File: src/rtl/pic_pair_pkg.sv
package pic_pair_pkg;
  localparam int LINES   = 8;
  localparam int LINE_W  = $clog2(LINES);

  typedef enum logic [1:0] {RSEL_NONE, RSEL_CMD, RSEL_DAT, RSEL_MODE} rsel_e;
  typedef enum logic [1:0] {ST_RUN, ST_BASE, ST_CASC, ST_OPTS} init_e;

  typedef struct packed {
    logic              found;
    logic [LINE_W-1:0] rank;
  } scan_t;

  // rank 0 is the highest priority; line = rank + rotation
  function automatic scan_t scan_prio(input logic [LINES-1:0] bits,
                                      input logic [LINE_W-1:0] rot);
    scan_t r;
    r.found = 1'b0;
    r.rank  = '0;
    for (int k = LINES-1; k >= 0; k--) begin
      logic [LINE_W-1:0] idx;
      idx = LINE_W'(k) + rot;
      if (bits[idx]) begin
        r.found = 1'b1;
        r.rank  = LINE_W'(k);
      end
    end
    return r;
  endfunction
endpackage

File: src/rtl/pic_unit.sv
module pic_unit
  import pic_pair_pkg::*;
#(
  parameter logic [LINES-1:0] MODE_MASK = 8'hF8,
  parameter bit               RST_AWAIT = 1'b0,
  parameter int               CASC_PIN  = 2
) (
  input  logic              clk,
  input  logic              rst_n,
  input  logic [LINES-1:0]  lines,
  input  logic              cas_set,
  input  logic              cas_clr,
  input  logic              wr_cmd,
  input  logic              wr_dat,
  input  logic              rd_cmd,
  input  logic              wr_mode,
  input  logic [7:0]        wdata,
  input  logic              ack,
  output logic              int_req,
  output logic [LINE_W-1:0] best_line,
  output logic [4:0]        base,
  output logic              poll_take,
  output logic [7:0]        cmd_rdata,
  output logic [LINES-1:0]  mask_q,
  output logic [LINES-1:0]  mode_q
);
  logic [LINES-1:0] irr_q, isr_q, last_q, irr_n, isr_n;
  logic [LINE_W-1:0] rot_q, isr_top;
  logic [4:0] base_q;
  init_e step_q;
  logic need_opts_q, aeoi_q, rot_aeoi_q, rd_isr_q, poll_q;
  scan_t pend_s, isr_s;
  logic icw1, ocw2, ocw3, ack_hit, eoi_ns, eoi_sp;
  logic [2:0] op;

  always_comb begin
    pend_s    = scan_prio(irr_q & ~mask_q, rot_q);
    isr_s     = scan_prio(isr_q, rot_q);
    int_req   = pend_s.found && (!isr_s.found || (pend_s.rank < isr_s.rank));
    best_line = pend_s.rank + rot_q;
    isr_top   = isr_s.rank + rot_q;
  end

  assign op        = wdata[7:5];
  assign icw1      = wr_cmd && wdata[4];
  assign ocw3      = wr_cmd && !wdata[4] && wdata[3];
  assign ocw2      = wr_cmd && !wdata[4] && !wdata[3];
  assign ack_hit   = ack && int_req;
  assign poll_take = rd_cmd && poll_q && int_req;
  assign eoi_ns    = ocw2 && ((op == 3'd1) || (op == 3'd5)) && isr_s.found;
  assign eoi_sp    = ocw2 && ((op == 3'd3) || (op == 3'd7));
  assign base      = base_q;

  always_comb begin
    irr_n = irr_q;
    for (int b = 0; b < LINES; b++) begin
      if (mode_q[b])                   irr_n[b] = lines[b];
      else if (lines[b] && !last_q[b]) irr_n[b] = 1'b1;
    end
    if (cas_set) irr_n[CASC_PIN] = 1'b1;
    if (ack_hit && !mode_q[best_line]) irr_n[best_line] = 1'b0;
    if (poll_take) irr_n[best_line] = 1'b0;
    if (cas_clr) irr_n[CASC_PIN] = 1'b0;
    if (icw1) irr_n = '0;
  end

  always_comb begin
    isr_n = isr_q;
    if (ack_hit && !aeoi_q) isr_n[best_line] = 1'b1;
    if (eoi_ns) isr_n[isr_top] = 1'b0;
    if (eoi_sp) isr_n[wdata[LINE_W-1:0]] = 1'b0;
    if (poll_take) isr_n[best_line] = 1'b0;
    if (cas_clr) isr_n[CASC_PIN] = 1'b0;
    if (icw1) isr_n = '0;
  end

  always_comb begin
    if (poll_q)        cmd_rdata = int_req ? {1'b1, 4'b0000, best_line} : 8'h07;
    else if (rd_isr_q) cmd_rdata = isr_q;
    else               cmd_rdata = irr_q;
  end

  always_ff @(posedge clk or negedge rst_n) begin
    if (!rst_n) begin
      irr_q <= '0; isr_q <= '0; last_q <= '0; mask_q <= '0; mode_q <= '0;
      rot_q <= '0; base_q <= '0; need_opts_q <= 1'b0; aeoi_q <= 1'b0;
      rot_aeoi_q <= 1'b0; rd_isr_q <= 1'b0; poll_q <= 1'b0;
      step_q <= RST_AWAIT ? ST_BASE : ST_RUN;
    end else begin
      irr_q  <= irr_n;
      isr_q  <= isr_n;
      last_q <= icw1 ? '0 : lines;
      if (rd_cmd) poll_q <= 1'b0;
      if (wr_mode) mode_q <= wdata & MODE_MASK;
      if (icw1) begin
        mask_q <= '0; rot_q <= '0; base_q <= '0; step_q <= ST_BASE;
        need_opts_q <= wdata[0]; aeoi_q <= 1'b0; rot_aeoi_q <= 1'b0;
        rd_isr_q <= 1'b0; poll_q <= 1'b0;
      end else if (ocw3) begin
        if (wdata[2]) poll_q <= 1'b1;
        if (wdata[1]) rd_isr_q <= wdata[0];
      end else if (ocw2) begin
        case (op)
          3'd0, 3'd4: rot_aeoi_q <= op[2];
          3'd5:       if (isr_s.found) rot_q <= isr_top + 3'd1;
          3'd6, 3'd7: rot_q <= wdata[LINE_W-1:0] + 3'd1;
          default:    ;
        endcase
      end
      if (wr_dat) begin
        case (step_q)
          ST_RUN:  mask_q <= wdata;
          ST_BASE: begin base_q <= wdata[7:3]; step_q <= ST_CASC; end
          ST_CASC: step_q <= need_opts_q ? ST_OPTS : ST_RUN;
          default: begin aeoi_q <= wdata[1]; step_q <= ST_RUN; end
        endcase
      end
      if (ack_hit && aeoi_q && rot_aeoi_q) rot_q <= best_line + 3'd1;
    end
  end

  // a cascade pulse leaves request bit 2 set unless a clear competes
  p_casc_latch_r3: assert property (@(posedge clk) disable iff (!rst_n)
    (cas_set && !icw1 && !cas_clr && !poll_take && !ack) |=> irr_q[CASC_PIN]);

  // the polled line's request is gone after the poll read
  p_poll_clear_r10: assert property (@(posedge clk) disable iff (!rst_n)
    poll_take |=> !irr_q[$past(best_line)]);

  // a level-mode line that is low leaves no request behind
  for (genvar b = 0; b < LINES; b++) begin : g_lvl
    p_level_follow_r2: assert property (@(posedge clk) disable iff (!rst_n)
      (mode_q[b] && !lines[b] && !(cas_set && (b == CASC_PIN))) |=> !irr_q[b]);
  end
endmodule

File: src/rtl/pic_port_decode.sv
module pic_port_decode
  import pic_pair_pkg::*;
#(
  parameter int              AW       = 8,
  parameter int              NCTL     = 2,
  parameter int              SZW      = 2,
  parameter logic [AW-3:0]   CTL_PAT  = 6'h10,
  parameter logic [AW-2:0]   MODE_PAT = 7'h68,
  localparam int             IW       = $clog2(NCTL)
) (
  input  logic            bus_valid,
  input  logic            bus_write,
  input  logic [SZW-1:0]  bus_size,
  input  logic [AW-1:0]   bus_addr,
  input  logic            inta,
  output logic            bus_ready,
  output logic            take,
  output logic [NCTL-1:0] wr_cmd,
  output logic [NCTL-1:0] wr_dat,
  output logic [NCTL-1:0] rd_cmd,
  output logic [NCTL-1:0] wr_mode,
  output rsel_e           rd_sel,
  output logic [IW-1:0]   rd_idx
);
  logic byte_ok, ctl_hit, mode_hit, a0, ok;
  logic [IW-1:0] ctl_idx, mode_idx;

  assign bus_ready = !inta;
  assign take      = bus_valid && bus_ready;
  assign byte_ok   = (bus_size == '0);
  assign ok        = take && byte_ok;
  assign ctl_hit   = (bus_addr[AW-2:1] == CTL_PAT);
  assign mode_hit  = (bus_addr[AW-1:1] == MODE_PAT);
  assign a0        = bus_addr[0];
  assign ctl_idx   = IW'(bus_addr[AW-1]);
  assign mode_idx  = IW'(bus_addr[0]);

  for (genvar i = 0; i < NCTL; i++) begin : g_strobe
    assign wr_cmd[i]  = ok && ctl_hit && bus_write && !a0 && (ctl_idx == IW'(i));
    assign wr_dat[i]  = ok && ctl_hit && bus_write &&  a0 && (ctl_idx == IW'(i));
    assign rd_cmd[i]  = ok && ctl_hit && !bus_write && !a0 && (ctl_idx == IW'(i));
    assign wr_mode[i] = ok && mode_hit && bus_write && (mode_idx == IW'(i));
  end

  always_comb begin
    rd_sel = RSEL_NONE;
    rd_idx = '0;
    if (byte_ok && ctl_hit) begin
      rd_sel = a0 ? RSEL_DAT : RSEL_CMD;
      rd_idx = ctl_idx;
    end else if (byte_ok && mode_hit) begin
      rd_sel = RSEL_MODE;
      rd_idx = mode_idx;
    end
  end
endmodule

File: src/rtl/pic_vector_gen.sv
module pic_vector_gen
  import pic_pair_pkg::*;
#(
  parameter int CASC_PIN = 2
) (
  input  logic              clk,
  input  logic              rst_n,
  input  logic              inta,
  input  logic              m_int,
  input  logic [LINE_W-1:0] m_line,
  input  logic [4:0]        m_base,
  input  logic              s_int,
  input  logic [LINE_W-1:0] s_line,
  input  logic [4:0]        s_base,
  output logic              s_ack,
  output logic              vec_valid,
  output logic [7:0]        vec_data
);
  logic [7:0] vec_n;

  assign s_ack = inta && m_int && (m_line == LINE_W'(CASC_PIN));

  always_comb begin
    if (!m_int)                          vec_n = {m_base, 3'd7};
    else if (m_line != LINE_W'(CASC_PIN)) vec_n = {m_base, m_line};
    else if (s_int)                      vec_n = {s_base, s_line};
    else                                 vec_n = {s_base, 3'd7};
  end

  always_ff @(posedge clk or negedge rst_n) begin
    if (!rst_n) begin
      vec_valid <= 1'b0;
      vec_data  <= '0;
    end else begin
      vec_valid <= inta;
      if (inta) vec_data <= vec_n;
    end
  end

  p_vec_follows_r4: assert property (@(posedge clk) disable iff (!rst_n)
    inta |=> vec_valid);
  p_vec_cause_r4: assert property (@(posedge clk) disable iff (!rst_n)
    vec_valid |-> $past(inta));
  p_spur_master_r6: assert property (@(posedge clk) disable iff (!rst_n)
    (inta && !m_int) |=> (vec_data == {$past(m_base), 3'd7}));
  p_slave_vec_r5: assert property (@(posedge clk) disable iff (!rst_n)
    s_ack |=> (vec_data[7:3] == $past(s_base)));
endmodule

File: src/rtl/pic_cascade_pair.sv
module pic_cascade_pair
  import pic_pair_pkg::*;
#(
  parameter int             NCTL      = 2,
  parameter int             AW        = 8,
  parameter int             DW        = 8,
  parameter int             SZW       = 2,
  parameter int             CASC_PIN  = 2,
  parameter logic [LINES-1:0] MASK_M  = 8'hF8,
  parameter logic [LINES-1:0] MASK_S  = 8'hDE,
  localparam int            NLINES    = NCTL * LINES,
  localparam int            IW        = $clog2(NCTL)
) (
  input  logic              clk,
  input  logic              rst_n,
  input  logic [NLINES-1:0] irq_lines,
  input  logic              bus_valid,
  output logic              bus_ready,
  input  logic              bus_write,
  input  logic [SZW-1:0]    bus_size,
  input  logic [AW-1:0]     bus_addr,
  input  logic [DW-1:0]     bus_wdata,
  output logic              rsp_valid,
  output logic [DW-1:0]     rsp_data,
  output logic              intr,
  input  logic              inta,
  output logic              vec_valid,
  output logic [7:0]        vec_data
);
  logic take;
  logic [NCTL-1:0] wr_cmd, wr_dat, rd_cmd, wr_mode, int_w, poll_w, ack_w, cset_w, cclr_w;
  rsel_e rd_sel;
  logic [IW-1:0] rd_idx;
  logic [LINE_W-1:0] line_w [NCTL];
  logic [4:0]        base_w [NCTL];
  logic [7:0]        cmdr_w [NCTL];
  logic [LINES-1:0]  mask_w [NCTL];
  logic [LINES-1:0]  mode_w [NCTL];
  logic s_ack;
  logic [DW-1:0] rd_mux;

  pic_port_decode #(.AW(AW), .NCTL(NCTL), .SZW(SZW)) u_dec (
    .bus_valid(bus_valid), .bus_write(bus_write), .bus_size(bus_size),
    .bus_addr(bus_addr), .inta(inta), .bus_ready(bus_ready), .take(take),
    .wr_cmd(wr_cmd), .wr_dat(wr_dat), .rd_cmd(rd_cmd), .wr_mode(wr_mode),
    .rd_sel(rd_sel), .rd_idx(rd_idx));

  for (genvar i = 0; i < NCTL; i++) begin : g_ctl
    if (i == 0) begin : g_master
      assign ack_w[i]  = inta;
      assign cset_w[i] = int_w[1] && !inta;
      assign cclr_w[i] = poll_w[1];
    end else begin : g_slave
      assign ack_w[i]  = s_ack;
      assign cset_w[i] = 1'b0;
      assign cclr_w[i] = 1'b0;
    end
    pic_unit #(
      .MODE_MASK((i == 0) ? MASK_M : MASK_S),
      .RST_AWAIT(i == 0),
      .CASC_PIN(CASC_PIN)
    ) u_unit (
      .clk(clk), .rst_n(rst_n), .lines(irq_lines[i*LINES +: LINES]),
      .cas_set(cset_w[i]), .cas_clr(cclr_w[i]),
      .wr_cmd(wr_cmd[i]), .wr_dat(wr_dat[i]), .rd_cmd(rd_cmd[i]),
      .wr_mode(wr_mode[i]), .wdata(bus_wdata), .ack(ack_w[i]),
      .int_req(int_w[i]), .best_line(line_w[i]), .base(base_w[i]),
      .poll_take(poll_w[i]), .cmd_rdata(cmdr_w[i]), .mask_q(mask_w[i]),
      .mode_q(mode_w[i]));
  end

  pic_vector_gen #(.CASC_PIN(CASC_PIN)) u_vec (
    .clk(clk), .rst_n(rst_n), .inta(inta),
    .m_int(int_w[0]), .m_line(line_w[0]), .m_base(base_w[0]),
    .s_int(int_w[1]), .s_line(line_w[1]), .s_base(base_w[1]),
    .s_ack(s_ack), .vec_valid(vec_valid), .vec_data(vec_data));

  assign intr = int_w[0];

  always_comb begin
    case (rd_sel)
      RSEL_CMD:  rd_mux = cmdr_w[rd_idx];
      RSEL_DAT:  rd_mux = mask_w[rd_idx];
      RSEL_MODE: rd_mux = mode_w[rd_idx];
      default:   rd_mux = '0;
    endcase
  end

  always_ff @(posedge clk or negedge rst_n) begin
    if (!rst_n) begin
      rsp_valid <= 1'b0;
      rsp_data  <= '0;
    end else begin
      rsp_valid <= take && !bus_write;
      if (take && !bus_write) rsp_data <= rd_mux;
    end
  end

  p_rsp_source_r13: assert property (@(posedge clk) disable iff (!rst_n)
    rsp_valid |-> $past(bus_valid && !inta && !bus_write));
  p_poll_single_r10: assert property (@(posedge clk) disable iff (!rst_n)
    !(poll_w[0] && poll_w[1]));
endmodule

File: config.mk
export PLATFORM = sky130hd
export DESIGN_NAME = pic_cascade_pair
export DESIGN_NICKNAME = d
export VERILOG_FILES = /design/src/rtl/pic_pair_pkg.sv /design/src/rtl/pic_unit.sv /design/src/rtl/pic_port_decode.sv /design/src/rtl/pic_vector_gen.sv /design/src/rtl/pic_cascade_pair.sv
export SDC_FILE = /design/constraint.sdc
export NUM_CORES = 1
export LEC_CHECK = 0
export ABC_AREA = 1
export BUFFER_PORTS_ARGS = -buffer_cell sky130_fd_sc_hd__buf_2
export CAP_MARGIN = 20
export CORE_AREA = 2 2 150 152
export CTS_BUF_LIST = sky130_fd_sc_hd__clkbuf_8
export DETAILED_ROUTE_END_ITERATION = 12
export DIE_AREA = 0 0 152 154
export PLACE_DENSITY = 0.58
export SLEW_MARGIN = 10
export SYNTH_ARGS = -nofsm -noshare
export SYNTH_HDL_FRONTEND = slang
export SYNTH_SLANG_ARGS = --single-unit
File: constraint.sdc
create_clock -name clk -period 5.7 [get_ports clk]
set_input_delay 0.285 -clock clk [delete_from_list [all_inputs] [get_ports clk]]
set_output_delay 0.285 -clock clk [all_outputs]
set_load 0.01 [all_outputs]
==> results_tabular.tex, run 1 <==
\begin{tabular}{lr}
\hline
Metric & Value \\
\hline
\multicolumn{2}{l}{\textbf{Global routing}} \\
Pin count of the biggest net entering global routing & 67 \\
Global-route wire length before repair & 48.7 mm \\
Initial antenna violation count & 2 \\
Global routing met3 resource utilization & 0.0505 \\
Met2 global-route usage & 0.400 \\
Total congestion overflow after global routing & 0 \\
Gr busiest metal & met2 \\
Vias in the first global route & 8703 \\
Grt met1 use & 0.381 \\
Global Route Usage Sum & 0.268 \\
\multicolumn{2}{l}{\textbf{Place}} \\
Placed cell count & 1585 \\
Final weighted congestion of routability-driven global placement & 0.951 \\
DP Wirelength & 24.0 mm \\
I/O Buffers & 58 \\
Placed inst area & 9290 um2 \\
\multicolumn{2}{l}{\textbf{STA}} \\
RSZ-0062 raised after global routing & false \\
Period utilization & 0.839 \\
Maximum frequency from static timing analysis & 209 MHz \\
Tightest slew margin relative to the limit & 0.392 \\
Pin slew with the least headroom to its limit & 905 ps \\
Final hold violation count & 0 \\
Layout Skew & 10.7 ps \\
Number of max-slew violations in the final report & 0 \\
Tmin final & 4780 ps \\
Final setup violation count & 0 \\
Total Negative Setup Slacks & 0 ps \\
\multicolumn{2}{l}{\textbf{Pwr}} \\
P per Cell Area & 228 nW/um2 \\
Maximum vdd drop & 0.134 mV \\
Total power draw & 0.00222 W \\
Leak Pwr & 4.77 nW \\
\multicolumn{2}{l}{\textbf{Setup path}} \\
Source of the critical timing path & g\_ctl[0].u\_unit.rot\_q[0]\$\_DFFE\_PN0P\_ \\
Arrival time reported for the critical path endpoint & 5100 ps \\
Kind of end point of the critical path & flip-flop \\
Crit-path max FO & 21 \\
Startpoint of the most critical register-to-register path & g\_ctl[0].u\_unit.rot\_q[0]\$\_DFFE\_PN0P\_ \\
Required time at the worst-slack endpoint & 6020 ps \\
Critical register-to-register path endpoint & g\_ctl[1].u\_unit.irr\_q[4]\$\_DFF\_PN0\_ \\
Worst r2r path cells & 22 \\
Startpoint class of the critical path & flip-flop \\
Startpoint-to-endpoint class of the critical path & reg -> reg \\
Worst-case register-to-register setup slack & 920 ps \\
\multicolumn{2}{l}{\textbf{Clock network}} \\
CTS Sinks & 123 \\
CTS clk-pin slew, worst paths & 80 ps \\
Depth of the CTS H-tree & 4 \\
Post-CTS setup buffer count & 0 \\
Post-cts gate resize count & 0 \\
Maximum number of buffers from clock root to sink & 2 \\
Clk\_lat worst skew & 460 ps \\
Number of buffers created by CTS & 17 \\
TritonCTS clock tree & yes \\
Clock root cell & sky130\_fd\_sc\_hd\_\_clkbuf\_8 \\
\multicolumn{2}{l}{\textbf{Finish}} \\
Final nets & 1387 \\
FF+latch area & 3080 um2 \\
Synthesis-to-finish area growth & 10.5\% \\
Multi-input gate area in the final layout & 4950 um2 \\
Total of fill cells in the finished design & 2271 \\
Fraction of final layout cells with drive strength greater than 1 & 0.105 \\
Final design instance area without fill & 9760 um2 \\
Cell Count, Final, Fillers Out & 1621 \\
\multicolumn{2}{l}{\textbf{Logic synthesis}} \\
Post-Synthesis Net Count & 1341 \\
Count of yosys warnings during synthesis & 0 \\
Count of unique library cells instantiated by Yosys & 58 \\
Synthesized netlist cell count & 1280 \\
Proportion of synthesized chip area in sequential cells & 0.349 \\
Cell area after technology mapping & 8830 um2 \\
Share of synthesized flip-flops with an asynchronous set or reset & 1.00 \\
Register bit total from synthesis & 123 \\
Post-synthesis average cell area & 6.90 um2 \\
Post-synth EDFFs & 0 \\
Most used flip-flop cell after synthesis & sky130\_fd\_sc\_hd\_\_dfrtp\_1 \\
\multicolumn{2}{l}{\textbf{Hold path}} \\
Hold Crit Class & in -> reg \\
Worst Hold End & g\_ctl[0].u\_unit.last\_q[1]\$\_DFF\_PN0\_ \\
Min-delay src & irq\_lines[1] \\
Min-Delay Path Depth & 3 \\
\multicolumn{2}{l}{\textbf{Run}} \\
Reported max-cap violation count & 0 \\
\multicolumn{2}{l}{\textbf{Floorplan}} \\
Starting density of the core & 0.407 \\
Top-level port count & 59 \\
Chip width & 152 um \\
Placeable Area & 21700 um2 \\
Die area & 23400 um2 \\
Number of core rows & 54 \\
Y dimension of the die & 154 um \\
\multicolumn{2}{l}{\textbf{Route}} \\
Via/cell ratio & 5.62 \\
Number of remaining DRC errors & 0 \\
Number of detailed-routing iterations run before antenna repair & 5 \\
Number of vias after detailed routing & 9118 \\
Antenna Nets Post-Route & 0 \\
Detailed Route Iter0 Violations & 899 \\
Detailed Route WL & 31.0 mm \\
Detailed-route wire length per cell & 19.1 um \\
\multicolumn{2}{l}{\textbf{Run status}} \\
Run status & finished clean \\
\hline
\end{tabular}
-- report_power, final --
part / internal, W / leakage, nW / switching [W]
Clock: 0.000471 / 0.212 / 0.000389
Combinational: 0.000118 / 3.01 / 0.000293
Sequential: 0.000906 / 1.54 / 0.0000463
Total: 0.00150 / 4.77 / 0.000728
-- how the worst max path moves through the flow --
stage / to / slack [ps] / cells past startpoint
finish: g_ctl[1].u_unit.irr_q[4]$_DFF_PN0_ / 920 / 22
global route: g_ctl[1].u_unit.irr_q[4]$_DFF_PN0_ / 560 / 24
CTS: g_ctl[1].u_unit.irr_q[5]$_DFF_PN0_ / 1020 / 24
detailed placement: g_ctl[1].u_unit.irr_q[5]$_DFF_PN0_ / 1050 / 24
global placement: g_ctl[1].u_unit.irr_q[4]$_DFF_PN0_ / 1220 / 24
floorplan: g_ctl[1].u_unit.irr_q[1]$_DFF_PN0_ / 1950 / 25
-- cell usage after synthesis (all sizes together), types with 5 or more instances --
master / number / area [um2]
clkinv: 6 / 22.5
nand2: 334 / 1290
nand4: 18 / 113
xnor2: 7 / 83.8
xor2: 9 / 86.3
nor3: 28 / 151
a21boi: 5 / 56.3
o21bai: 5 / 37.5
nor2: 102 / 427
clkbuf: 21 / 78.8
o21ai: 113 / 573
o221ai: 10 / 87.6
dfrtp: 122 / 3050
a32oi: 6 / 52.6
buf: 16 / 130
o211ai: 9 / 67.6
o2111ai: 6 / 52.6
ha: 18 / 225
inv: 151 / 572
or2: 5 / 31.3
a21oi: 55 / 275
nand3: 195 / 1010
a31oi: 12 / 81.3
-- layout by cell type, fill, tap and decap left out, types with 6 or more instances in the layout --
cell                        netlist  layout
sky130_fd_sc_hd__a21oi_1         55      55
sky130_fd_sc_hd__a31oi_1         11      11
sky130_fd_sc_hd__a32oi_1          6       6
sky130_fd_sc_hd__buf_2            5      57
sky130_fd_sc_hd__clkbuf_8         0      20
sky130_fd_sc_hd__clkinv_1         6       6
sky130_fd_sc_hd__dfrtp_1        122     122
sky130_fd_sc_hd__ha_1            18      18
sky130_fd_sc_hd__inv_1          142     142
sky130_fd_sc_hd__inv_2            7       7
sky130_fd_sc_hd__nand2_1        325     325
sky130_fd_sc_hd__nand2_2          6       6
sky130_fd_sc_hd__nand3_1        190     190
sky130_fd_sc_hd__nand4_1         18      18
sky130_fd_sc_hd__nor2_1          96      96
sky130_fd_sc_hd__nor3_1          27      27
sky130_fd_sc_hd__o2111ai_1        6       6
sky130_fd_sc_hd__o211ai_1         9       9
sky130_fd_sc_hd__o21ai_0        104     104
sky130_fd_sc_hd__o21ai_1          7       7
sky130_fd_sc_hd__o221ai_1        10      10
sky130_fd_sc_hd__xor2_1           8       8
-- logic make-up (layout without fill, tap and decap cells) --
group,after synthesis,count (layout),share of synthesized area
AO/OA/AOI/OAI,237,237,0.159
XOR/XNOR,16,16,0.0193
adder cells (fa/ha/maj),22,22,0.0346
buffers and inverters,194,253,0.0910
flip-flops,123,123,0.349
multiplexers,1,1,0.00113
other,0,2,0
AND/OR/NAND/NOR,687,687,0.346
-- worst max-delay path, cell delays in order, from the launching register on --
cell and delay [ps]:
sky130_fd_sc_hd__dfrtp_1 830, sky130_fd_sc_hd__inv_4 200, sky130_fd_sc_hd__ha_1 480, sky130_fd_sc_hd__inv_1 230
sky130_fd_sc_hd__nand3_1 120, sky130_fd_sc_hd__nand2_1 70, sky130_fd_sc_hd__nor2_1 50, sky130_fd_sc_hd__a31oi_2 240
sky130_fd_sc_hd__nand2_1 80, sky130_fd_sc_hd__nand2_1 60, sky130_fd_sc_hd__nand2_1 40, sky130_fd_sc_hd__nand2_1 100
sky130_fd_sc_hd__inv_1 60, sky130_fd_sc_hd__ha_1 170, sky130_fd_sc_hd__inv_1 60, sky130_fd_sc_hd__fa_1 470
sky130_fd_sc_hd__inv_2 190, sky130_fd_sc_hd__ha_1 260, sky130_fd_sc_hd__nand2_4 110, sky130_fd_sc_hd__nor2_8 200
sky130_fd_sc_hd__nand3_4 120, sky130_fd_sc_hd__o21ai_2 370, sky130_fd_sc_hd__a21oi_1 140
-- per-stage QoR --
| step | util | setup slack, ps | hold slack (ps) |
|---|---|---|---|
| floorplan | - | 1950 | -10.6 |
| detailed placement | 0.428 | 1050 | 401 |
| global placement | 0.428 | 1220 | 404 |
| CTS | 0.449 | 1020 | 5.92 |
| global route | 0.450 | 557 | 10.3 |
| finish | 0.450 | 919 | 25.9 |
-- registers in the layout, summed over array words and instances, names as in the netlist --
| signal | cells |
|---|---|
| g_ctl.u_unit.base | 10 |
| g_ctl.u_unit.step_q | 4 |
| rsp_data | 8 |
| g_ctl.u_unit.mask_q | 16 |
| g_ctl.u_unit.rd_isr_q | 2 |
| g_ctl.u_unit.need_opts_q | 2 |
| g_ctl.u_unit.irr_q | 16 |
| u_vec.vec_valid | 1 |
| g_ctl.u_unit.aeoi_q | 2 |
| g_ctl.u_unit.isr_q | 16 |
| g_ctl.u_unit.mode_q | 11 |
| g_ctl.u_unit.poll_q | 2 |
| g_ctl.u_unit.rot_aeoi_q | 2 |
| rsp_valid | 1 |
| u_vec.vec_data | 8 |
| g_ctl.u_unit.rot_q | 6 |
| g_ctl.u_unit.last_q | 16 |
-- per-layer routing --
layer,vias up,share of wire
li1,4390,-
met1,4308,0.46
met2,353,0.43
met3,67,0.069
met4,0,0.034
met5,-,0
-- layout make-up --
cell class,count,area share
timing repair buffer,64,0.0356
sequential,123,0.316
inverter,157,0.0609
multi-input combinational,963,0.507
tap,280,0.0359
clock inverter,12,0.0165
antenna,2,0.000513
clock buffer,20,0.0282
-- timing repair --
| action | 4_1_cts | 5_1_grt |
|---|---|---|
| endpoints found under the setup margin | 0 | 0 |
| hold buffers | 1 | 0 |
| hold endpoints to repair | 56 | 0 |
Power figures use the tool's default switching activity.
==> run 2: changes to the inputs <==
PLACE_DENSITY = 0.6   (was 0.58)
clock period = 4.2 ns   (was 5.7 ns; I/O delays follow)
==> results_tabular.tex, run 2 (synthesized netlist as in run 1, its figures left out) <==
\begin{tabular}{lr}
\hline
Metric & Value \\
\hline
\multicolumn{2}{l}{\textbf{Run status}} \\
Run status & finished clean (unchanged) \\
\multicolumn{2}{l}{\textbf{STA}} \\
RSZ-0062 raised after global routing & false (unchanged) \\
Number of max-slew violations in the final report & 0 (unchanged) \\
Tightest slew margin relative to the limit & 0.426 (was 0.392) \\
Pin slew with the least headroom to its limit & 861 ps (was 905 ps) \\
Final setup violation count & 0 (unchanged) \\
Period utilization & 0.905 (was 0.839) \\
Layout Skew & 10.9 ps (was 10.7 ps) \\
Maximum frequency from static timing analysis & 263 MHz (was 209 MHz) \\
Tmin final & 3800 ps (was 4780 ps) \\
Final hold violation count & 0 (unchanged) \\
Total Negative Setup Slacks & 0 ps (unchanged) \\
\multicolumn{2}{l}{\textbf{Floorplan}} \\
Y dimension of the die & 154 um (unchanged) \\
Top-level port count & 59 (unchanged) \\
Starting density of the core & 0.407 (unchanged) \\
Placeable Area & 21700 um2 (unchanged) \\
Number of core rows & 54 (unchanged) \\
Chip width & 152 um (unchanged) \\
Die area & 23400 um2 (unchanged) \\
\multicolumn{2}{l}{\textbf{Pwr}} \\
Maximum vdd drop & 0.213 mV (was 0.134 mV) \\
Leak Pwr & 4.94 nW (was 4.77 nW) \\
P per Cell Area & 291 nW/um2 (was 228 nW/um2) \\
\multicolumn{2}{l}{\textbf{Setup path}} \\
Startpoint class of the critical path & flip-flop (unchanged) \\
CP max stage delay & 470 ps (was 830 ps) \\
Worst-case register-to-register setup slack & 400 ps (was 920 ps) \\
Critical register-to-register path endpoint & g\_ctl[0].u\_unit.irr\_q[2]\$\_DFF\_PN0\_ (was g\_ctl[1].u\_unit.irr\_q[4]\$\_DFF\_PN0\_) \\
Startpoint-to-endpoint class of the critical path & reg -> reg (unchanged) \\
Required time at the worst-slack endpoint & 4540 ps (was 6020 ps) \\
Most used cell along the critical path & sky130\_fd\_sc\_hd\_\_nand2\_1 (unchanged) \\
Cell with the largest stage delay on the worst path & sky130\_fd\_sc\_hd\_\_fa\_1 (was sky130\_fd\_sc\_hd\_\_dfrtp\_1) \\
Kind of end point of the critical path & flip-flop (unchanged) \\
Worst r2r path cells & 25 (was 22) \\
Arrival time reported for the critical path endpoint & 4140 ps (was 5100 ps) \\
Crit-path max FO & 10 (was 21) \\
Startpoint of the most critical register-to-register path & g\_ctl[0].u\_unit.rot\_q[1]\$\_DFFE\_PN0P\_ (was g\_ctl[0].u\_unit.rot\_q[0]\$\_DFFE\_PN0P\_) \\
\multicolumn{2}{l}{\textbf{Route}} \\
Detailed-route wire length per cell & 18.2 um (was 19.1 um) \\
Detailed Route Iter0 Violations & 966 (was 899) \\
Antenna Nets Post-Route & 0 (unchanged) \\
Number of detailed-routing iterations run before antenna repair & 5 (unchanged) \\
Detailed Route WL & 30.2 mm (was 31.0 mm) \\
Number of remaining DRC errors & 0 (unchanged) \\
Via/cell ratio & 5.54 (was 5.62) \\
Number of vias after detailed routing & 9187 (was 9118) \\
\multicolumn{2}{l}{\textbf{Hold path}} \\
Min-delay src & bus\_write (was irq\_lines[1]) \\
Worst Hold End & rsp\_valid\$\_DFF\_PN0\_ (was g\_ctl[0].u\_unit.last\_q[1]\$\_DFF\_PN0\_) \\
Min-Delay Path Depth & 2 (was 3) \\
Hold Crit Class & in -> reg (unchanged) \\
\multicolumn{2}{l}{\textbf{Global routing}} \\
Initial antenna violation count & 1 (was 2) \\
Global-route wire length before repair & 48.8 mm (was 48.7 mm) \\
Total congestion overflow after global routing & 0 (unchanged) \\
Pin count of the biggest net entering global routing & 63 (was 67) \\
Vias in the first global route & 8782 (was 8703) \\
Global Route Usage Sum & 0.265 (was 0.268) \\
\multicolumn{2}{l}{\textbf{Finish}} \\
Final nets & 1425 (was 1387) \\
Synthesis-to-finish area growth & 14.0\% (was 10.5\%) \\
Final design instance area without fill & 10100 um2 (was 9760 um2) \\
Total of fill cells in the finished design & 2224 (was 2271) \\
Cell Count, Final, Fillers Out & 1658 (was 1621) \\
Commonest cells after routing, fill and taps aside & sky130\_fd\_sc\_hd\_\_nand2\_1, sky130\_fd\_sc\_hd\_\_nand3\_1, sky130\_fd\_sc\_hd\_\_inv\_1 (unchanged) \\
Leading cell type in the layout, fill and taps excluded & sky130\_fd\_sc\_hd\_\_nand2\_1 (unchanged) \\
Fraction of final layout cells with drive strength greater than 1 & 0.121 (was 0.105) \\
\multicolumn{2}{l}{\textbf{Clock network}} \\
TritonCTS clock tree & yes (unchanged) \\
Number of buffers created by CTS & 17 (unchanged) \\
Post-CTS setup buffer count & 0 (unchanged) \\
CTS clk-pin slew, worst paths & 80 ps (about the same) \\
Maximum number of buffers from clock root to sink & 2 (unchanged) \\
CTS Sinks & 123 (unchanged) \\
Clock root cell & sky130\_fd\_sc\_hd\_\_clkbuf\_8 (unchanged) \\
Depth of the CTS H-tree & 4 (unchanged) \\
Clk\_lat worst skew & 450 ps (was 460 ps) \\
\multicolumn{2}{l}{\textbf{Place}} \\
Final weighted congestion of routability-driven global placement & 0.909 (was 0.951) \\
Placed inst area & 9470 um2 (was 9290 um2) \\
DP Wirelength & 23.5 mm (was 24.0 mm) \\
Placed cell count & 1608 (was 1585) \\
I/O Buffers & 58 (unchanged) \\
\multicolumn{2}{l}{\textbf{Run}} \\
Reported max-cap violation count & 0 (unchanged) \\
\hline
\end{tabular}
==> run 2: how the worst max path moves through the flow <==
stage                                          from                            endpoint  slack (ps)  cells past startpoint
2_1_floorplan  g_ctl[0].u_unit.rot_q[0]$_DFFE_PN0P_  g_ctl[1].u_unit.irr_q[1]$_DFF_PN0_         450                     25
3_3_place_gp   g_ctl[0].u_unit.rot_q[0]$_DFFE_PN0P_  g_ctl[1].u_unit.irr_q[1]$_DFF_PN0_         390                     26
3_5_place_dp   g_ctl[0].u_unit.rot_q[1]$_DFFE_PN0P_  g_ctl[1].u_unit.irr_q[0]$_DFF_PN0_         260                     24
4_1_cts        g_ctl[0].u_unit.rot_q[0]$_DFFE_PN0P_  g_ctl[1].u_unit.irr_q[0]$_DFF_PN0_         260                     26
5_1_grt        g_ctl[1].u_unit.rot_q[1]$_DFFE_PN0P_  g_ctl[1].u_unit.isr_q[6]$_DFF_PN0_          10                     25
6_report       g_ctl[0].u_unit.rot_q[1]$_DFFE_PN0P_  g_ctl[0].u_unit.irr_q[2]$_DFF_PN0_         400                     25
==> run 2: final cells by class <==
| class | instances | area [um2] | share of cell area |
|---|---|---|---|
| diodes | 1 | 2.50 | 0.000249 |
| clock buffers | 17 | 234 | 0.0232 |
| clock inverters | 15 | 170 | 0.0169 |
| inverters | 157 | 594 | 0.0590 |
| multi-input cells | 963 | 4970 | 0.494 |
| flip-flops and latches | 123 | 3080 | 0.306 |
| well taps | 280 | 350 | 0.0348 |
| repair buffers | 102 | 666 | 0.0661 |
==> run 2: layer usage <==
metal | track usage | up-vias | share of wire | routed length [um]
met1 | 0.365 | 4300 | 0.45 | 13600
met5 | 0 | - | 0 | 0
met3 | 0.0552 | 64 | 0.077 | 2330
met4 | 0.0921 | 0 | 0.027 | 805
met2 | 0.417 | 357 | 0.45 | 13500
li1 | - | 4466 | - | -
==> run 2: repair_timing <==
action,4_1_cts,5_1_grt
endpoints found under the hold margin,76,0
hold buffers,17,0
setup endpoints to repair,0,30
gates resized for setup,0,7
==> run 2: power breakdown <==
part,internal [W],switching (W),total [W]
clock network,0.000541,0.000546,0.00109
logic,0.000175,0.000388,0.000564
registers,0.00123,0.0000501,0.00128
total,0.00195,0.000985,0.00293
==> run 2: worst max-delay path, delay by kind of cell, from the launching register on <==
kind                       cells  cell delay, ps
and+or+nand+nor               13            1130
adders and majority gates      3            1020
buffers and inverters          6             690
AOI/OAI and AO/OA              3             480
DFF                            1             400
==> run 2: stage by stage <==
| stage | power [W] | hold WS [ps] | utilization | setup WS (ps) |
|---|---|---|---|---|
| global placement | 0.00185 | 369 | 0.436 | 386 |
| CTS | 0.00294 | 1.67 | 0.463 | 257 |
| detailed placement | 0.00185 | 369 | 0.436 | 264 |
| floorplan | 0.00163 | -85.6 | - | 454 |
| finish | 0.00293 | 4.75 | 0.464 | 398 |
| global route | 0.00307 | 3.24 | 0.464 | 11.3 |
==> run 3: changes to the inputs <==
ABC_AREA = unset   (was 1)
CORE_AREA = 2 2 157 159   (was 2 2 150 152)
DIE_AREA = 0 0 159 161   (was 0 0 152 154)
==> results_tabular.tex, run 3 <==
\begin{tabular}{lr}
\hline
Metric & Value \\
\hline
\multicolumn{2}{l}{\textbf{Logic synthesis}} \\
Top cell type's share of synthesized area & 0.317 (was 0.346) \\
Most area-consuming cells after synthesis & sky130\_fd\_sc\_hd\_\_dfrtp\_1, sky130\_fd\_sc\_hd\_\_mux4\_2, sky130\_fd\_sc\_hd\_\_nand2\_1, sky130\_fd\_sc\_hd\_\_o21ai\_0, sky130\_fd\_sc\_hd\_\_mux2i\_1 (was sky130\_fd\_sc\_hd\_\_dfrtp\_1, sky130\_fd\_sc\_hd\_\_nand2\_1, sky130\_fd\_sc\_hd\_\_nand3\_1, sky130\_fd\_sc\_hd\_\_inv\_1, sky130\_fd\_sc\_hd\_\_o21ai\_0) \\
Cell area after technology mapping & 9630 um2 (was 8830 um2) \\
Ranking of synthesized cells by instance count & sky130\_fd\_sc\_hd\_\_nand2\_1, sky130\_fd\_sc\_hd\_\_dfrtp\_1, sky130\_fd\_sc\_hd\_\_o21ai\_0, sky130\_fd\_sc\_hd\_\_nor2\_1, sky130\_fd\_sc\_hd\_\_inv\_1 (was sky130\_fd\_sc\_hd\_\_nand2\_1, sky130\_fd\_sc\_hd\_\_nand3\_1, sky130\_fd\_sc\_hd\_\_inv\_1, sky130\_fd\_sc\_hd\_\_dfrtp\_1, sky130\_fd\_sc\_hd\_\_o21ai\_0) \\
Share of synthesized flip-flops with an asynchronous set or reset & 1.00 (unchanged) \\
Synthesized netlist cell count & 1062 (was 1280) \\
Proportion of synthesized chip area in sequential cells & 0.320 (was 0.349) \\
Post-synth EDFFs & 0 (unchanged) \\
Main combinational cell family by area after synthesis & simple AND/OR/NAND/NOR gates (unchanged) \\
Post-synthesis mux area share & 0.179 (was 0.00113) \\
Fraction of the mapped netlist area in compound gates & 0.172 (was 0.159) \\
Simple-gate share of the synthesized area & 0.223 (was 0.346) \\
Most frequently used cell type in the post-synthesis netlist & sky130\_fd\_sc\_hd\_\_nand2\_1 (unchanged) \\
Post-synthesis adder-cell area fraction & 0.0317 (was 0.0346) \\
Count of yosys warnings during synthesis & 0 (unchanged) \\
Register bit total from synthesis & 123 (unchanged) \\
Most used flip-flop cell after synthesis & sky130\_fd\_sc\_hd\_\_dfrtp\_1 (unchanged) \\
Post-synthesis average cell area & 9.07 um2 (was 6.90 um2) \\
Post-synth top area cell & sky130\_fd\_sc\_hd\_\_dfrtp\_1 (unchanged) \\
Count of unique library cells instantiated by Yosys & 84 (was 58) \\
Post-Synthesis Net Count & 1123 (was 1341) \\
Post-synthesis share of cell area spent on xor and xnor gates & 0.0201 (was 0.0193) \\
\multicolumn{2}{l}{\textbf{Run status}} \\
Run status & finished clean (unchanged) \\
\multicolumn{2}{l}{\textbf{Finish}} \\
Fraction of final layout cells with drive strength greater than 1 & 0.292 (was 0.121) \\
Cell Count, Final, Fillers Out & 1541 (was 1658) \\
Commonest cells after routing, fill and taps aside & sky130\_fd\_sc\_hd\_\_nand2\_1, sky130\_fd\_sc\_hd\_\_dfrtp\_1, sky130\_fd\_sc\_hd\_\_buf\_4 (was sky130\_fd\_sc\_hd\_\_nand2\_1, sky130\_fd\_sc\_hd\_\_nand3\_1, sky130\_fd\_sc\_hd\_\_inv\_1) \\
Number of inserted diodes & 0 (was 1) \\
Leading cell type in the layout, fill and taps excluded & sky130\_fd\_sc\_hd\_\_nand2\_1 (unchanged) \\
Final nets & 1265 (was 1425) \\
Synthesis-to-finish area growth & 23.3\% (was 14.0\%) \\
\multicolumn{2}{l}{\textbf{Pwr}} \\
Maximum vdd drop & 0.191 mV (was 0.213 mV) \\
Leak Pwr & 5.18 nW (was 4.94 nW) \\
Total power draw & 0.00325 W (was 0.00293 W) \\
P per Cell Area & 274 nW/um2 (was 291 nW/um2) \\
\multicolumn{2}{l}{\textbf{Floorplan}} \\
Chip width & 159 um (was 152 um) \\
Placeable Area & 24000 um2 (was 21700 um2) \\
Number of core rows & 57 (was 54) \\
Die area & 25600 um2 (was 23400 um2) \\
Y dimension of the die & 161 um (was 154 um) \\
Starting density of the core & 0.402 (was 0.407) \\
Top-level port count & 59 (unchanged) \\
\multicolumn{2}{l}{\textbf{Hold path}} \\
Hold Crit Class & in -> reg (unchanged) \\
Min-Delay Path Depth & 3 (was 2) \\
Worst Hold End & g\_ctl[1].u\_unit.mask\_q[1]\$\_DFF\_PN0\_ (was rsp\_valid\$\_DFF\_PN0\_) \\
Min-delay src & bus\_wdata[1] (was bus\_write) \\
\multicolumn{2}{l}{\textbf{Clock network}} \\
Clock root cell & sky130\_fd\_sc\_hd\_\_clkbuf\_8 (unchanged) \\
CTS Sinks & 123 (unchanged) \\
TritonCTS clock tree & yes (unchanged) \\
Number of buffers created by CTS & 17 (unchanged) \\
Maximum number of buffers from clock root to sink & 2 (unchanged) \\
Clk\_lat worst skew & 460 ps (was 450 ps) \\
Depth of the CTS H-tree & 4 (unchanged) \\
CTS clk-pin slew, worst paths & 80 ps (about the same) \\
\multicolumn{2}{l}{\textbf{Route}} \\
Antenna Nets Post-Route & 0 (unchanged) \\
Number of detailed-routing iterations run before antenna repair & 5 (unchanged) \\
Detailed-route wire length per cell & 20.6 um (was 18.2 um) \\
Via/cell ratio & 5.89 (was 5.54) \\
Detailed Route Iter0 Violations & 870 (was 966) \\
Detailed Route WL & 31.7 mm (was 30.2 mm) \\
Number of remaining DRC errors & 0 (unchanged) \\
Number of vias after detailed routing & 9069 (was 9187) \\
\multicolumn{2}{l}{\textbf{STA}} \\
Final hold violation count & 0 (unchanged) \\
Tightest slew margin relative to the limit & 0.507 (was 0.426) \\
Hold Worst Slack & 128 ps (was 4.75 ps) \\
Tmin final & 4180 ps (was 3800 ps) \\
Final setup violation count & 0 (unchanged) \\
Maximum frequency from static timing analysis & 239 MHz (was 263 MHz) \\
Layout Skew & 15.9 ps (was 10.9 ps) \\
Total Negative Setup Slacks & 0 ps (unchanged) \\
Number of max-slew violations in the final report & 0 (unchanged) \\
Period utilization & 0.994 (was 0.905) \\
Pin slew with the least headroom to its limit & 721 ps (was 861 ps) \\
\multicolumn{2}{l}{\textbf{Place}} \\
Final weighted congestion of routability-driven global placement & 0.912 (was 0.909) \\
DP Wirelength & 23.8 mm (was 23.5 mm) \\
Placed cell count & 1474 (was 1608) \\
I/O Buffers & 58 (unchanged) \\
\multicolumn{2}{l}{\textbf{Setup path}} \\
Arrival time reported for the critical path endpoint & 4490 ps (was 4140 ps) \\
Required time at the worst-slack endpoint & 4510 ps (was 4540 ps) \\
Startpoint of the most critical register-to-register path & g\_ctl[0].u\_unit.rot\_q[1]\$\_DFFE\_PN0P\_ (unchanged) \\
Critical register-to-register path endpoint & g\_ctl[0].u\_unit.isr\_q[0]\$\_DFF\_PN0\_ (was g\_ctl[0].u\_unit.irr\_q[2]\$\_DFF\_PN0\_) \\
Worst-case register-to-register setup slack & 20 ps (was 400 ps) \\
Crit-path max FO & 7 (was 10) \\
Kind of end point of the critical path & flip-flop (unchanged) \\
Startpoint-to-endpoint class of the critical path & reg -> reg (unchanged) \\
Worst r2r path cells & 17 (was 25) \\
Startpoint class of the critical path & flip-flop (unchanged) \\
\multicolumn{2}{l}{\textbf{Global routing}} \\
Global-route wire length before repair & 49.6 mm (was 48.8 mm) \\
Vias in the first global route & 8609 (was 8782) \\
Global Route Usage Sum & 0.248 (was 0.265) \\
Total congestion overflow after global routing & 0 (unchanged) \\
Initial antenna violation count & 0 (was 1) \\
Pin count of the biggest net entering global routing & 77 (was 63) \\
\multicolumn{2}{l}{\textbf{Run}} \\
Reported max-cap violation count & 0 (unchanged) \\
\hline
\end{tabular}
[run 3: changes by cell type after synthesis, sizes merged, moves of 20 or more]
cell	delta
inv	-101
nor2	-42
mux4	+40
mux2i	+43
nand2	-192
and2	+26
nor4	+24
nand3	-159
nand2b	+31
mux2	+34
clkbuf	+20
a21oi	-25
[run 3: final cells by class]
| class | instances | area, um2 |
|---|---|---|
| fill | 2315 | 12100 |
| multi-input combinational | 821 | 6350 |
| sequential | 123 | 3080 |
| timing repair buffer | 190 | 1440 |
| tap | 324 | 405 |
| clock buffer | 18 | 248 |
| inverter | 51 | 194 |
| clock inverter | 14 | 160 |
[run 3: timing repair]
item                                    4_1_cts  5_1_grt
endpoints found under the setup margin       13       47
hold buffers                                 17        0
gates resized for setup                       6       51
endpoints found under the hold margin        90        0
pin swaps                                     0       12
setup buffers                                 0       17
cloned                                        0        0
[run 3: power breakdown]
part / internal, W / switching [W]
Sequential: 0.00124 / 0.0000950
Clock: 0.000555 / 0.000551
Combinational: 0.000367 / 0.000446
[run 3: how the worst max path moves through the flow]
| stage | start | endpoint | cells after the start |
|---|---|---|---|
| CTS | g_ctl[0].u_unit.rot_q[1]$_DFFE_PN0P_ | intr | 15 |
| global placement | g_ctl[1].u_unit.rot_q[0]$_DFFE_PN0P_ | g_ctl[1].u_unit.irr_q[4]$_DFF_PN0_ | 16 |
| floorplan | g_ctl[0].u_unit.rot_q[1]$_DFFE_PN0P_ | g_ctl[0].u_unit.irr_q[1]$_DFF_PN0_ | 18 |
| finish | g_ctl[0].u_unit.rot_q[1]$_DFFE_PN0P_ | g_ctl[0].u_unit.isr_q[0]$_DFF_PN0_ | 17 |
| global route | g_ctl[0].u_unit.rot_q[1]$_DFFE_PN0P_ | g_ctl[0].u_unit.isr_q[0]$_DFF_PN0_ | 16 |
| detailed placement | g_ctl[1].u_unit.rot_q[0]$_DFFE_PN0P_ | g_ctl[1].u_unit.irr_q[4]$_DFF_PN0_ | 16 |
[run 3: per-layer routing]
layer	global-route usage	up-vias	part of all wire
met5	0	-	0
met1	0.358	4475	0.45
li1	-	4195	-
met3	0.0375	48	0.063
met4	0.0764	0	0.022
met2	0.386	351	0.46
[run 3: critical path, stage by stage (launching register included)]
cell and delay (ps):
sky130_fd_sc_hd__dfrtp_1 410, sky130_fd_sc_hd__inv_2 80, sky130_fd_sc_hd__ha_4 280, sky130_fd_sc_hd__buf_12 130, sky130_fd_sc_hd__buf_12 110, sky130_fd_sc_hd__mux4_2 480
sky130_fd_sc_hd__mux2i_1 180, sky130_fd_sc_hd__nand2b_1 150, sky130_fd_sc_hd__nand3b_1 220, sky130_fd_sc_hd__o21ai_2 210, sky130_fd_sc_hd__inv_2 70, sky130_fd_sc_hd__ha_4 220
sky130_fd_sc_hd__a221oi_2 280, sky130_fd_sc_hd__a32oi_2 180, sky130_fd_sc_hd__buf_4 170, sky130_fd_sc_hd__nor3_2 270, sky130_fd_sc_hd__a31oi_1 150, sky130_fd_sc_hd__a2111oi_1 440
[run 3: stage by stage]
stage           util  cell area [um2]  worst slack [ps]
2_1_floorplan      -             9740              6.43
3_3_place_gp   0.453            10900              -141
3_5_place_dp   0.453            10900              -165
4_1_cts        0.478            11500              5.06
5_1_grt        0.496            11900              -131
6_report       0.496            11900              23.5
[run 3: kinds of logic (layout without fill, tap and decap cells)]
| kind of cell | Yosys count | after routing |
|---|---|---|
| and+or+nand+nor | 412 | 412 |
| AOI/OAI and AO/OA | 249 | 249 |
| DFF | 123 | 123 |
| muxes | 118 | 118 |
| buffers and inverters | 118 | 273 |
| adders and majority gates | 22 | 22 |
| xor gates and xnor gates | 20 | 20 |
